[config.mk]
export PLATFORM = sky130hd
export DESIGN_NAME = opnd_spec_eval
export DESIGN_NICKNAME = d
export VERILOG_FILES = /design/src/rtl/opnd_spec_eval.sv
export SDC_FILE = /design/constraint.sdc
export NUM_CORES = 1
export LEC_CHECK = 0
export BUFFER_PORTS_ARGS = -buffer_cell sky130_fd_sc_hd__buf_2
export CAP_MARGIN = 25
export CORE_MARGIN = 1.5
export CORE_UTILIZATION = 50
export DETAILED_ROUTE_END_ITERATION = 12
export PLACE_DENSITY = 0.81
export REMOVE_ABC_BUFFERS = 1
export SLEW_MARGIN = 10
export SYNTH_ARGS = -nofsm -noshare
export SYNTH_HDL_FRONTEND = slang
export SYNTH_SLANG_ARGS = --single-unit
[constraint.sdc]
create_clock -name clk -period 7.9 [get_ports clk]
set_input_delay 0.79 -clock clk [delete_from_list [all_inputs] [get_ports clk]]
set_output_delay 0.79 -clock clk [all_outputs]
set_load 0.1 [all_outputs]
[src/rtl/opnd_spec_eval.sv]
module opnd_spec_eval #(
  parameter int AW = 32
) (
  input  logic          clk,
  input  logic          rst_n,
  input  logic          byte_valid,
  input  logic [7:0]    byte_data,
  output logic          byte_ready,
  input  logic [1:0]    opsize,
  input  logic [AW-1:0] spec_pc,
  output logic [3:0]    rf_raddr,
  input  logic [AW-1:0] rf_rdata,
  output logic          rf_we,
  output logic [3:0]    rf_waddr,
  output logic [AW-1:0] rf_wdata,
  output logic          mem_req,
  output logic [AW-1:0] mem_addr,
  input  logic          mem_ack,
  input  logic [AW-1:0] mem_rdata,
  output logic          done,
  output logic [1:0]    out_kind,
  output logic [AW-1:0] out_val,
  output logic [AW-1:0] next_pc
);
  localparam logic [2:0] ST_SPEC = 3'd0, ST_IDX = 3'd1, ST_EXT = 3'd2,
                         ST_EXEC = 3'd3, ST_MEM = 3'd4, ST_DONE = 3'd5;
  localparam logic [1:0] K_REG = 2'd0, K_LIT = 2'd1, K_ADDR = 2'd2, K_FLT = 2'd3;

  logic [2:0]    state;
  logic          first_q, idx_on_q;
  logic [1:0]    size_q, kind_q;
  logic [3:0]    mode_q, reg_q, cnt_q, need_q;
  logic [5:0]    lit_q;
  logic [31:0]   ext_q;
  logic [AW-1:0] pc_q, pc_spec_q, idx_val_q, val_q, maddr_q;

  wire [3:0]    bm = byte_data[7:4];
  wire [3:0]    br = byte_data[3:0];
  wire          idx_eff = !first_q && idx_on_q;
  wire [1:0]    sz_code = first_q ? opsize : size_q;
  wire [AW-1:0] pc_nxt = (first_q ? spec_pc : pc_q) + AW'(1);
  wire          bad = (idx_eff && bm <= 4'd5) || (bm == 4'd7 && br == 4'd15);
  wire          pcreg = reg_q == 4'd15;
  wire [AW-1:0] rv = pcreg ? pc_q : rf_rdata;
  wire [AW-1:0] sz = AW'(1) << size_q;

  logic [3:0]    need;
  logic [AW-1:0] disp, ea, wv;
  logic          defer, wr;

  always_comb begin
    need = 4'd0;
    case (bm)
      4'h8:        if (br == 4'd15) need = 4'd1 << sz_code;
      4'h9:        if (br == 4'd15) need = 4'd4;
      4'hA, 4'hB:  need = 4'd1;
      4'hC, 4'hD:  need = 4'd2;
      4'hE, 4'hF:  need = 4'd4;
      default:     need = 4'd0;
    endcase
  end

  always_comb begin
    case (mode_q[2:1])
      2'b01:   disp = AW'($signed(ext_q[7:0]));
      2'b10:   disp = AW'($signed(ext_q[15:0]));
      default: disp = AW'($signed(ext_q));
    endcase
  end

  always_comb begin
    ea = rv; defer = 1'b0; wr = 1'b0; wv = rv + sz;
    case (mode_q)
      4'h7: begin ea = rv - sz; wv = rv - sz; wr = 1'b1; end
      4'h8: if (pcreg) ea = pc_spec_q; else wr = 1'b1;
      4'h9: if (pcreg) ea = AW'(ext_q);
            else begin defer = 1'b1; wr = 1'b1; wv = rv + AW'(4); end
      4'hA, 4'hB, 4'hC, 4'hD, 4'hE, 4'hF: begin ea = rv + disp; defer = mode_q[0]; end
      default: ;
    endcase
  end

  assign byte_ready = (state == ST_SPEC) || (state == ST_EXT);
  assign rf_raddr   = reg_q;
  assign rf_we      = (state == ST_EXEC) && wr && !pcreg;
  assign rf_waddr   = reg_q;
  assign rf_wdata   = wv;
  assign mem_req    = state == ST_MEM;
  assign mem_addr   = maddr_q;
  assign done       = state == ST_DONE;
  assign out_kind   = kind_q;
  assign out_val    = val_q;
  assign next_pc    = pc_q;

  always_ff @(posedge clk or negedge rst_n) begin
    if (!rst_n) begin
      state <= ST_SPEC; first_q <= 1'b1; idx_on_q <= 1'b0; size_q <= 2'd0;
      kind_q <= K_REG; mode_q <= 4'd0; reg_q <= 4'd0; cnt_q <= 4'd0; need_q <= 4'd0;
      lit_q <= 6'd0; ext_q <= 32'd0; pc_q <= '0; pc_spec_q <= '0;
      idx_val_q <= '0; val_q <= '0; maddr_q <= '0;
    end else begin
      case (state)
        ST_SPEC: if (byte_valid) begin
          pc_q <= pc_nxt; pc_spec_q <= pc_nxt;
          mode_q <= bm; reg_q <= br; lit_q <= byte_data[5:0];
          ext_q <= 32'd0; cnt_q <= 4'd0; need_q <= need; first_q <= 1'b0;
          if (first_q) begin size_q <= opsize; idx_on_q <= 1'b0; idx_val_q <= '0; end
          if (bad) begin kind_q <= K_FLT; val_q <= '0; state <= ST_DONE; end
          else if (bm == 4'd4) begin idx_on_q <= 1'b1; state <= ST_IDX; end
          else if (need != 4'd0) state <= ST_EXT;
          else state <= ST_EXEC;
        end
        ST_IDX: begin
          idx_val_q <= rv << size_q;
          state <= ST_SPEC;
        end
        ST_EXT: if (byte_valid) begin
          if (cnt_q < 4'd4) ext_q[{cnt_q[1:0], 3'b000} +: 8] <= byte_data;
          cnt_q <= cnt_q + 4'd1;
          pc_q <= pc_q + AW'(1);
          if (cnt_q + 4'd1 == need_q) state <= ST_EXEC;
        end
        ST_EXEC: begin
          if (mode_q < 4'd4) begin kind_q <= K_LIT; val_q <= AW'(lit_q); state <= ST_DONE; end
          else if (mode_q == 4'd5) begin kind_q <= K_REG; val_q <= AW'(reg_q); state <= ST_DONE; end
          else if (defer) begin maddr_q <= ea; state <= ST_MEM; end
          else begin kind_q <= K_ADDR; val_q <= ea + idx_val_q; state <= ST_DONE; end
        end
        ST_MEM: if (mem_ack) begin
          kind_q <= K_ADDR; val_q <= mem_rdata + idx_val_q; state <= ST_DONE;
        end
        ST_DONE: begin state <= ST_SPEC; first_q <= 1'b1; end
        default: state <= ST_SPEC;
      endcase
    end
  end

  AST_LIT_SIX_BITS: assert property (@(posedge clk) disable iff (!rst_n) done && out_kind == K_LIT |-> out_val < AW'(64));
  AST_PC_NEVER_WRITTEN: assert property (@(posedge clk) disable iff (!rst_n) rf_we |-> rf_waddr != 4'd15);
  AST_FAULT_ZERO: assert property (@(posedge clk) disable iff (!rst_n) done && out_kind == K_FLT |-> out_val == '0);
  AST_DONE_PULSE: assert property (@(posedge clk) disable iff (!rst_n) done |=> !done);
  AST_MEM_HOLD: assert property (@(posedge clk) disable iff (!rst_n) mem_req && !mem_ack |=> mem_req && $stable(mem_addr));
  AST_NO_BYTE_IN_READ: assert property (@(posedge clk) disable iff (!rst_n) mem_req |-> !byte_ready);
endmodule

==> results of run 1 <==
==> sequential cells by signal, indices dropped and copies added, names as in the netlist <==
name	flops
out_kind	2
size_q	2
state	3
ext_q	32
mem_addr	32
next_pc	32
lit_q	1
out_val	32
need_q	4
idx_on_q	1
pc_spec_q	32
cnt_q	4
mode_q	4
idx_val_q	32
rf_raddr	3
first_q	1
==> logic make-up (layout without fill, tap and decap cells) <==
family / Yosys count / in the layout / synth area share, %
xor+xnor: 174 / 174 / 7.26
mux: 124 / 124 / 8.03
fa+ha+maj: 118 / 118 / 7.21
buf+inv: 267 / 460 / 5.43
other cells: 0 / 3 / 0
simple gates: 868 / 868 / 20.0
compound gates: 855 / 855 / 26.2
flops: 217 / 217 / 25.9
==> metrics by stage <==
stage               power (mW)  instance area (µm²)  hold slack, ps  setup WS (ps)  util (%)
floorplan                 8.16                20200             445          -1450         -
global placement          10.2                22700             454            966      55.1
detailed placement        10.4                22700             463            790      55.1
CTS                       11.6                23500             167            949      57.2
global route              12.5                23600             191            438      57.3
finish                    11.8                23600             153            762      57.3
==> cell usage in the layout, fill, tap and decap left out, types with 19 or more instances in the layout <==
cell and instances:
a211oi_1 26, a21o_1 51, a21oi_1 202, a22o_1 46, a22oi_1 46, a31oi_1 27, and3_1 21, buf_2 251
buf_4 61, clkbuf_16 26, dfrtp_1 215, ha_1 113, inv_1 94, mux2_2 22, mux2i_1 71, mux4_2 20
nand2_1 314, nand3_1 72, nand4_1 19, nor2_1 204, nor3_1 63, nor4_1 20, o21a_1 19, o21ai_0 247
o22ai_1 22, o31ai_1 20, or3_1 25, xnor2_1 110, xor2_1 64
==> worst register-to-register path: stages (launching register included) <==
cell,delay (ps)
dfrtp_1,470
nand4_4,190
mux2i_1,780
inv_1,220
ha_1,350
a211oi_1,330
o21ai_0,260
and2_1,230
a21o_1,180
a21o_1,180
a21oi_1,170
xnor2_1,100
a2111oi_0,760
nor2_1,110
ha_1,400
a21o_1,200
a21o_1,180
a21oi_1,140
nor2_1,60
a211o_1,280
o21ai_0,430
a21oi_1,180
or2_2,360
o32a_1,330
o21ai_0,130
==> worst max-delay path by stage <==
stage              endpoint  slack (ps)
3_3_place_gp    out_val[26]         970
5_1_grt         out_val[26]         440
2_1_floorplan  rf_wdata[19]       -1450
4_1_cts         out_val[26]         950
6_report        out_val[26]         760
3_5_place_dp    out_val[26]         790
==> cell type report <==
cell class | count | share of cell area, %
Clock inverter | 12 | 0.451
Tap cell | 532 | 2.82
Antenna cell | 3 | 0.0318
Inverter | 97 | 1.54
Sequential cell | 217 | 23.0
Clock buffer | 35 | 3.16
Multi-Input combinational cell | 2139 | 61.4
Timing Repair Buffer | 316 | 7.58
==> cell usage after synthesis (all sizes together), types with 22 or more instances <==
cell	instances	area share [%]
nand2	316	5.7
o21ai	259	6.2
nand3	75	1.9
mux2	22	1.2
nor4	25	1.0
clkbuf	120	2.2
a22o	46	1.9
a22oi	46	1.6
ha	113	6.7
dfrtp	216	26
xor2	64	2.7
mux4	28	3.1
o22ai	22	0.66
mux2i	74	3.7
a21o	51	1.8
a21oi	202	4.8
a31oi	27	0.80
nand4	23	0.80
or3	25	0.75
xnor2	110	4.6
nor3	68	1.7
a211oi	28	1.1
and3	23	0.69
inv	96	1.7
nor2	205	3.7
buf	50	1.5
==> power by group through the flow <==
stage	Combinational, mW	Clock, mW	Sequential [mW]
5_1_grt	9.06	1.25	2.14
2_1_floorplan	4.62	0	3.54
6_report	8.53	1.20	2.11
4_1_cts	8.35	1.21	2.08
3_5_place_dp	8.30	0	2.09
3_3_place_gp	8.18	0	2.07
==> layer usage <==
layer	vias up	routed length, µm	part of all wire (%)
li1	9977	-	-
met5	-	14	0.017
met1	10600	35700	42
met3	188	8480	10
met4	2	2790	3.3
met2	1252	37200	44
==> out/qor.csv, run 1 <==
stage,metric,value,unit
global_route,initial antenna violation count,3,
synth,Post-Syn Area,21000,µm²
detailed_routing,post-route ant nets,0,
timing,setup TNS,0,ps
worst_setup_path,CP Buf/Inv Count,1,
timing,Final min period,7140,ps
floorplan,die span in y,208,µm
worst_setup_path,"slowest stage cell, crit path",mux2i_1,
floorplan,Placement Rows,74,
finish,FILL cells,3881,
global_route,gr usage total,38.1,%
cts,Inserted Clock Buffers,26,
global_route,GR Overflow Total,0,
outcome,status,"finished, final reports clean",
detailed_routing,initial drt markers,2438,
finish,register area,5430,µm²
global_route,met1 Use GR,53.0,%
pwr,Power per Cell Area,502,nW/µm²
cts,deepest clock path buffer count,3,
floorplan,initial core utilization,51.1,%
synth,sequential area share after synthesis,25.9,%
worst_setup_path,critical path peak fanout,8,
worst_setup_path,max incr delay on CP,780,ps
floorplan,die area,43200,µm²
worst_setup_path,R2R depth,24,
floorplan,I/O Pins,252,
worst_setup_path,CP Data Arrival Time,7610,ps
place,Final Wtd Congestion,1.03,
pwr,Clk pwr share,10.1,%
timing,crit share post-route,90.4,%
finish,Non-Filler Instances,3351,
flow_run,Max Cap Violations,0,
pwr,Lkg Pwr,10.5,nW
worst_setup_path,CP Cell Sequence,"nand4_4, mux2i_1, inv_1, ha_1, a211oi_1, o21ai_0, and2_1, a21o_1, a21o_1, a21oi_1, xnor2_1, a2111oi_0, nor2_1, ha_1, a21o_1, a21o_1, a21oi_1, nor2_1, a211o_1, o21ai_0, a21oi_1, or2_2, o32a_1, o21ai_0",
timing,skew final,37.3,ps
timing,worst slew pin tran,1130,ps
cts,Clock Sinks,217,
pwr,Internal,4.67,mW
pwr,Net Sw Frac,60.6,%
detailed_routing,Vias,22100,
worst_hold_path,Hold Path Class,in2async,
worst_setup_path,Stages on worst setup path,24,
detailed_routing,DRT Pass-1 Iters,6,
timing,final hold vios,0,
synth,Async SR Flop Fraction,100,%
timing,Max Fclk,0.140,GHz
finish,P&R area growth vs syn,12.3,%
pwr,maximum vdd drop,0.314,mV
cts,post-cts resize count,0,
worst_setup_path,Critical Path End Type,register,
worst_setup_path,kind of critical path,reg2reg,
global_route,busiest grt layer,met2,
pwr,Seq pwr share,17.8,%
cts,"CTS clk-pin slew, worst paths",60,ps
finish,share of cells above drive strength 1,16.7,%
global_route,Global Route met3 Usage,7.09,%
global_route,first-pass GRT wire length,128000,µm
cts,CTS root buf,clkbuf_16,
floorplan,core footprint,41100,µm²
worst_setup_path,CP Launch Type,register,
worst_setup_path,Top delay family on crit path,compound AO/OA/AOI/OAI gates,
detailed_routing,DRC viols,0,
worst_setup_path,critical path launch point,rf_raddr[2],
timing,slew margin rel.,24.3,%
global_route,met2 capacity usage during global routing,59.7,%
worst_setup_path,Worst EP required,8370,ps
synth,Yosys reg bits,217,
floorplan,Die W,208,µm
cts,hold_buf cts,0,
finish,area occupied by multi-input gates,14500,µm²
timing,final max-slew violation count,0,
pwr,part of the power in combinational logic,72.1,%
synth,syn_area_per_cell,8.00,µm²
detailed_routing,via density per instance,6.58,
worst_setup_path,R2R Path Start,rf_raddr[2],
global_route,largest net degree at the start of global routing,83,
synth,post-synth cell types,109,
place,placed cell count,3298,
worst_setup_path,worst reg2reg path endpoint,out_val[26],
pwr,switching power,7.16,mW
timing,unrepaired setup endpoints after global routing,false,
place,DP Wirelength,66400,µm
worst_setup_path,"Top cell by count, worst path",a21o_1,
synth,Post-synth EDFFs,0,
timing,"Setup violations, final",0,
finish,post-layout net count,3025,
cts,CTS tree,done,
cts,Post-CTS Setup Bufs,0,
synth,Synth Instances,2623,
worst_setup_path,R2R setup slack,760,ps
synth,"Top FF cell, synth",dfrtp_1,
place,PortBufs,251,
cts,CTS H-tree depth,1,
cts,clock latency on the worst-skew pair,570,ps
synth,Yosys warnings,0,
detailed_routing,drt total wl,84200,µm
detailed_routing,drt wl/cell,25.1,µm
global_route,vias in the first global route,21200,
No activity file was read; power rests on OpenSTA's default activity.
==> run 2: changes to the inputs <==
Settings changed: CORE_UTILIZATION 50 to 40, PLACE_DENSITY 0.81 to 0.69.
==> run 2 against run 1 <==
Combinational power hardly changed. Clock-buffer cell count is 2 higher. Clock skew is 15 ps lower. Critical endpoint is now out_val[30].
==> out/qor.csv, run 2 (same netlist as run 1, synthesis figures left out) <==
stage,metric,value,unit,change
worst_setup_path,Top delay family on crit path,compound AO/OA/AOI/OAI gates,,
floorplan,initial core utilization,40.7,%,-10 points
timing,final hold vios,0,,unchanged
outcome,status,"finished, final reports clean",,
worst_setup_path,"slowest stage cell, crit path",mux2i_1,,
timing,worst slew pin tran,1060,ps,-73.3 ps
floorplan,Placement Rows,83,,+12%
global_route,first-pass GRT wire length,128000,µm,+0.35%
pwr,part of the power in combinational logic,72.1,%,about the same
floorplan,Die W,232,µm,+12%
finish,fin util,46.0,%,-11 points
detailed_routing,via density per instance,6.20,,-5.8%
timing,Min Hold Slack,228,ps,+75.2 ps
finish,Non-Filler Instances,3499,,+4.4%
pwr,maximum vdd drop,0.288,mV,-8.4%
floorplan,core footprint,51600,µm²,+26%
place,placed cell count,3447,,+4.5%
cts,hold_buf cts,0,,unchanged
pwr,Overall Power,11.8,mW,about the same
pwr,Lkg Pwr,10.5,nW,-0.16%
timing,setup TNS,0,ps,unchanged
worst_setup_path,critical path peak fanout,26,,+18
floorplan,I/O Pins,252,,unchanged
floorplan,die span in y,232,µm,+12%
timing,Final WS setup,717,ps,-44.6 ps
timing,skew final,22.2,ps,-15.1 ps
detailed_routing,Vias,21700,,-1.7%
global_route,gr usage total,31.2,%,-6.9 points
detailed_routing,initial drt markers,2317,,-5.0%
pwr,switching power,7.15,mW,-0.21%
detailed_routing,DRT Pass-1 Iters,6,,unchanged
worst_setup_path,CP Launch Type,register,,
detailed_routing,DRC viols,0,,unchanged
floorplan,die area,53900,µm²,+25%
cts,Inserted Clock Buffers,26,,unchanged
global_route,largest net degree at the start of global routing,85,,+2.4%
timing,unrepaired setup endpoints after global routing,false,,
place,DP Wirelength,67600,µm,+1.8%
global_route,vias in the first global route,20600,,-3.0%
cts,CTS tree,done,,
timing,crit share post-route,90.9,%,+0.56 points
worst_setup_path,max incr delay on CP,920,ps,+140 ps
cts,CTS H-tree depth,1,,unchanged
worst_setup_path,kind of critical path,reg2reg,,
finish,P&R area growth vs syn,13.1,%,
detailed_routing,drt wl/cell,24.5,µm,-2.3%
timing,"Setup violations, final",0,,unchanged
worst_setup_path,CP Buf/Inv Count,1,,unchanged
cts,post-cts resize count,0,,unchanged
finish,final instance area,23700,µm²,+0.74%
detailed_routing,drt total wl,85900,µm,+2.0%
pwr,Internal,4.68,mW,+0.23%
cts,Post-CTS Setup Bufs,0,,unchanged
place,Placement Cell Area,22900,µm²,+0.95%
cts,deepest clock path buffer count,3,,unchanged
cts,Clock Sinks,217,,unchanged
place,PortBufs,251,,unchanged
place,DP Worst Slack,822,ps,+32.6 ps
finish,post-layout net count,3025,,unchanged
detailed_routing,post-route ant nets,0,,unchanged
worst_setup_path,CP Cell Sequence,"and4_4, mux2i_1, inv_1, ha_1, a21o_1, a21oi_1, nor2_1, o31ai_1, nor3b_1, o31a_1, nor4_1, nor2_1, ha_1, nand2_1, nor3_1, o21ai_0, a21oi_1, o21ai_0, and3b_1, o31ai_1",,
timing,Final min period,7180,ps,+44.6 ps
pwr,Net Sw Frac,60.4,%,-0.11 points
pwr,Power per Cell Area,498,nW/µm²,-0.78%
timing,Max Fclk,0.139,GHz,-0.62%
cts,CTS root buf,clkbuf_16,,
timing,slew margin rel.,27.6,%,+3.4 points
finish,share of cells above drive strength 1,16.5,%,-0.18 points
cts,clock latency on the worst-skew pair,560,ps,about the same
pwr,Seq pwr share,17.8,%,about the same
cts,"CTS clk-pin slew, worst paths",60,ps,about the same
pwr,Clk pwr share,10.2,%,about the same
finish,"commonest non-fill, non-tap cell in the layout",nand2_1,,
timing,final max-slew violation count,0,,unchanged
global_route,initial antenna violation count,9,,+6
global_route,GR Overflow Total,0,,unchanged
worst_hold_path,Hold Path Class,in2async,,
flow_run,Max Cap Violations,0,,unchanged
finish,most frequent cells in the layout,"314 x nand2_1, 250 x buf_2, 247 x o21ai_0, 215 x dfrtp_1, 204 x nor2_1",,
place,Final Wtd Congestion,1.00,,-2.7%
worst_setup_path,Critical Path End Type,register,,
worst_setup_path,Worst EP required,8360,ps,about the same
worst_setup_path,CP Data Arrival Time,7640,ps,+30 ps
run 2: cell count changes in the layout (fill, tap and decap cells not counted), moves of 2 or more:
cell	previous run	this run
clkbuf_1	3	9
buf_12	0	2
clkinvlp_4	1	3
clkbuf_8	6	1
run 2: worst paths after layout:
kind	from	endpoint	slack (ps)	cells after the start
setup / recovery	lit_q[3]	out_val[30]	720	20
hold / removal	rst_n	out_val[4]	230	1
setup reg to reg	lit_q[3]	out_val[30]	720	20
hold reg to reg	out_kind[0]	out_kind[0]	480	2
max in group asynchronous	rst_n	ext_q[15]	6390	3
min in group clk	out_kind[0]	out_kind[0]	480	2
run 2: power by group through the flow:
| stage | logic (mW) | registers [mW] | clock network, mW |
|---|---|---|---|
| final | 8.52 | 2.10 | 1.20 |
| after global routing | 9.07 | 2.16 | 1.27 |
| after CTS | 8.37 | 2.08 | 1.22 |
| after detailed placement | 8.33 | 2.10 | 0 |
| after global placement | 8.25 | 2.07 | 0 |
| after floorplan | 4.62 | 3.54 | 0 |
run 2: layout make-up:
class	instances	area, µm²
fillers	5104	27900
multi-input cells	2139	14500
flip-flops and latches	217	5430
repair buffers	316	1790
well taps	680	851
clock buffers	37	723
inverters	97	364
clock inverters	11	113
diodes	2	5.00
run 2: layer usage:
metal | global-route usage [%] | up-vias | part of all wire [%]
met1 | 44.3 | 10500 | 45
li1 | - | 9979 | -
met2 | 48.0 | 1022 | 44
met5 | 0 | - | 0.066
met4 | 11.6 | 10 | 3.8
met3 | 4.11 | 198 | 7.4
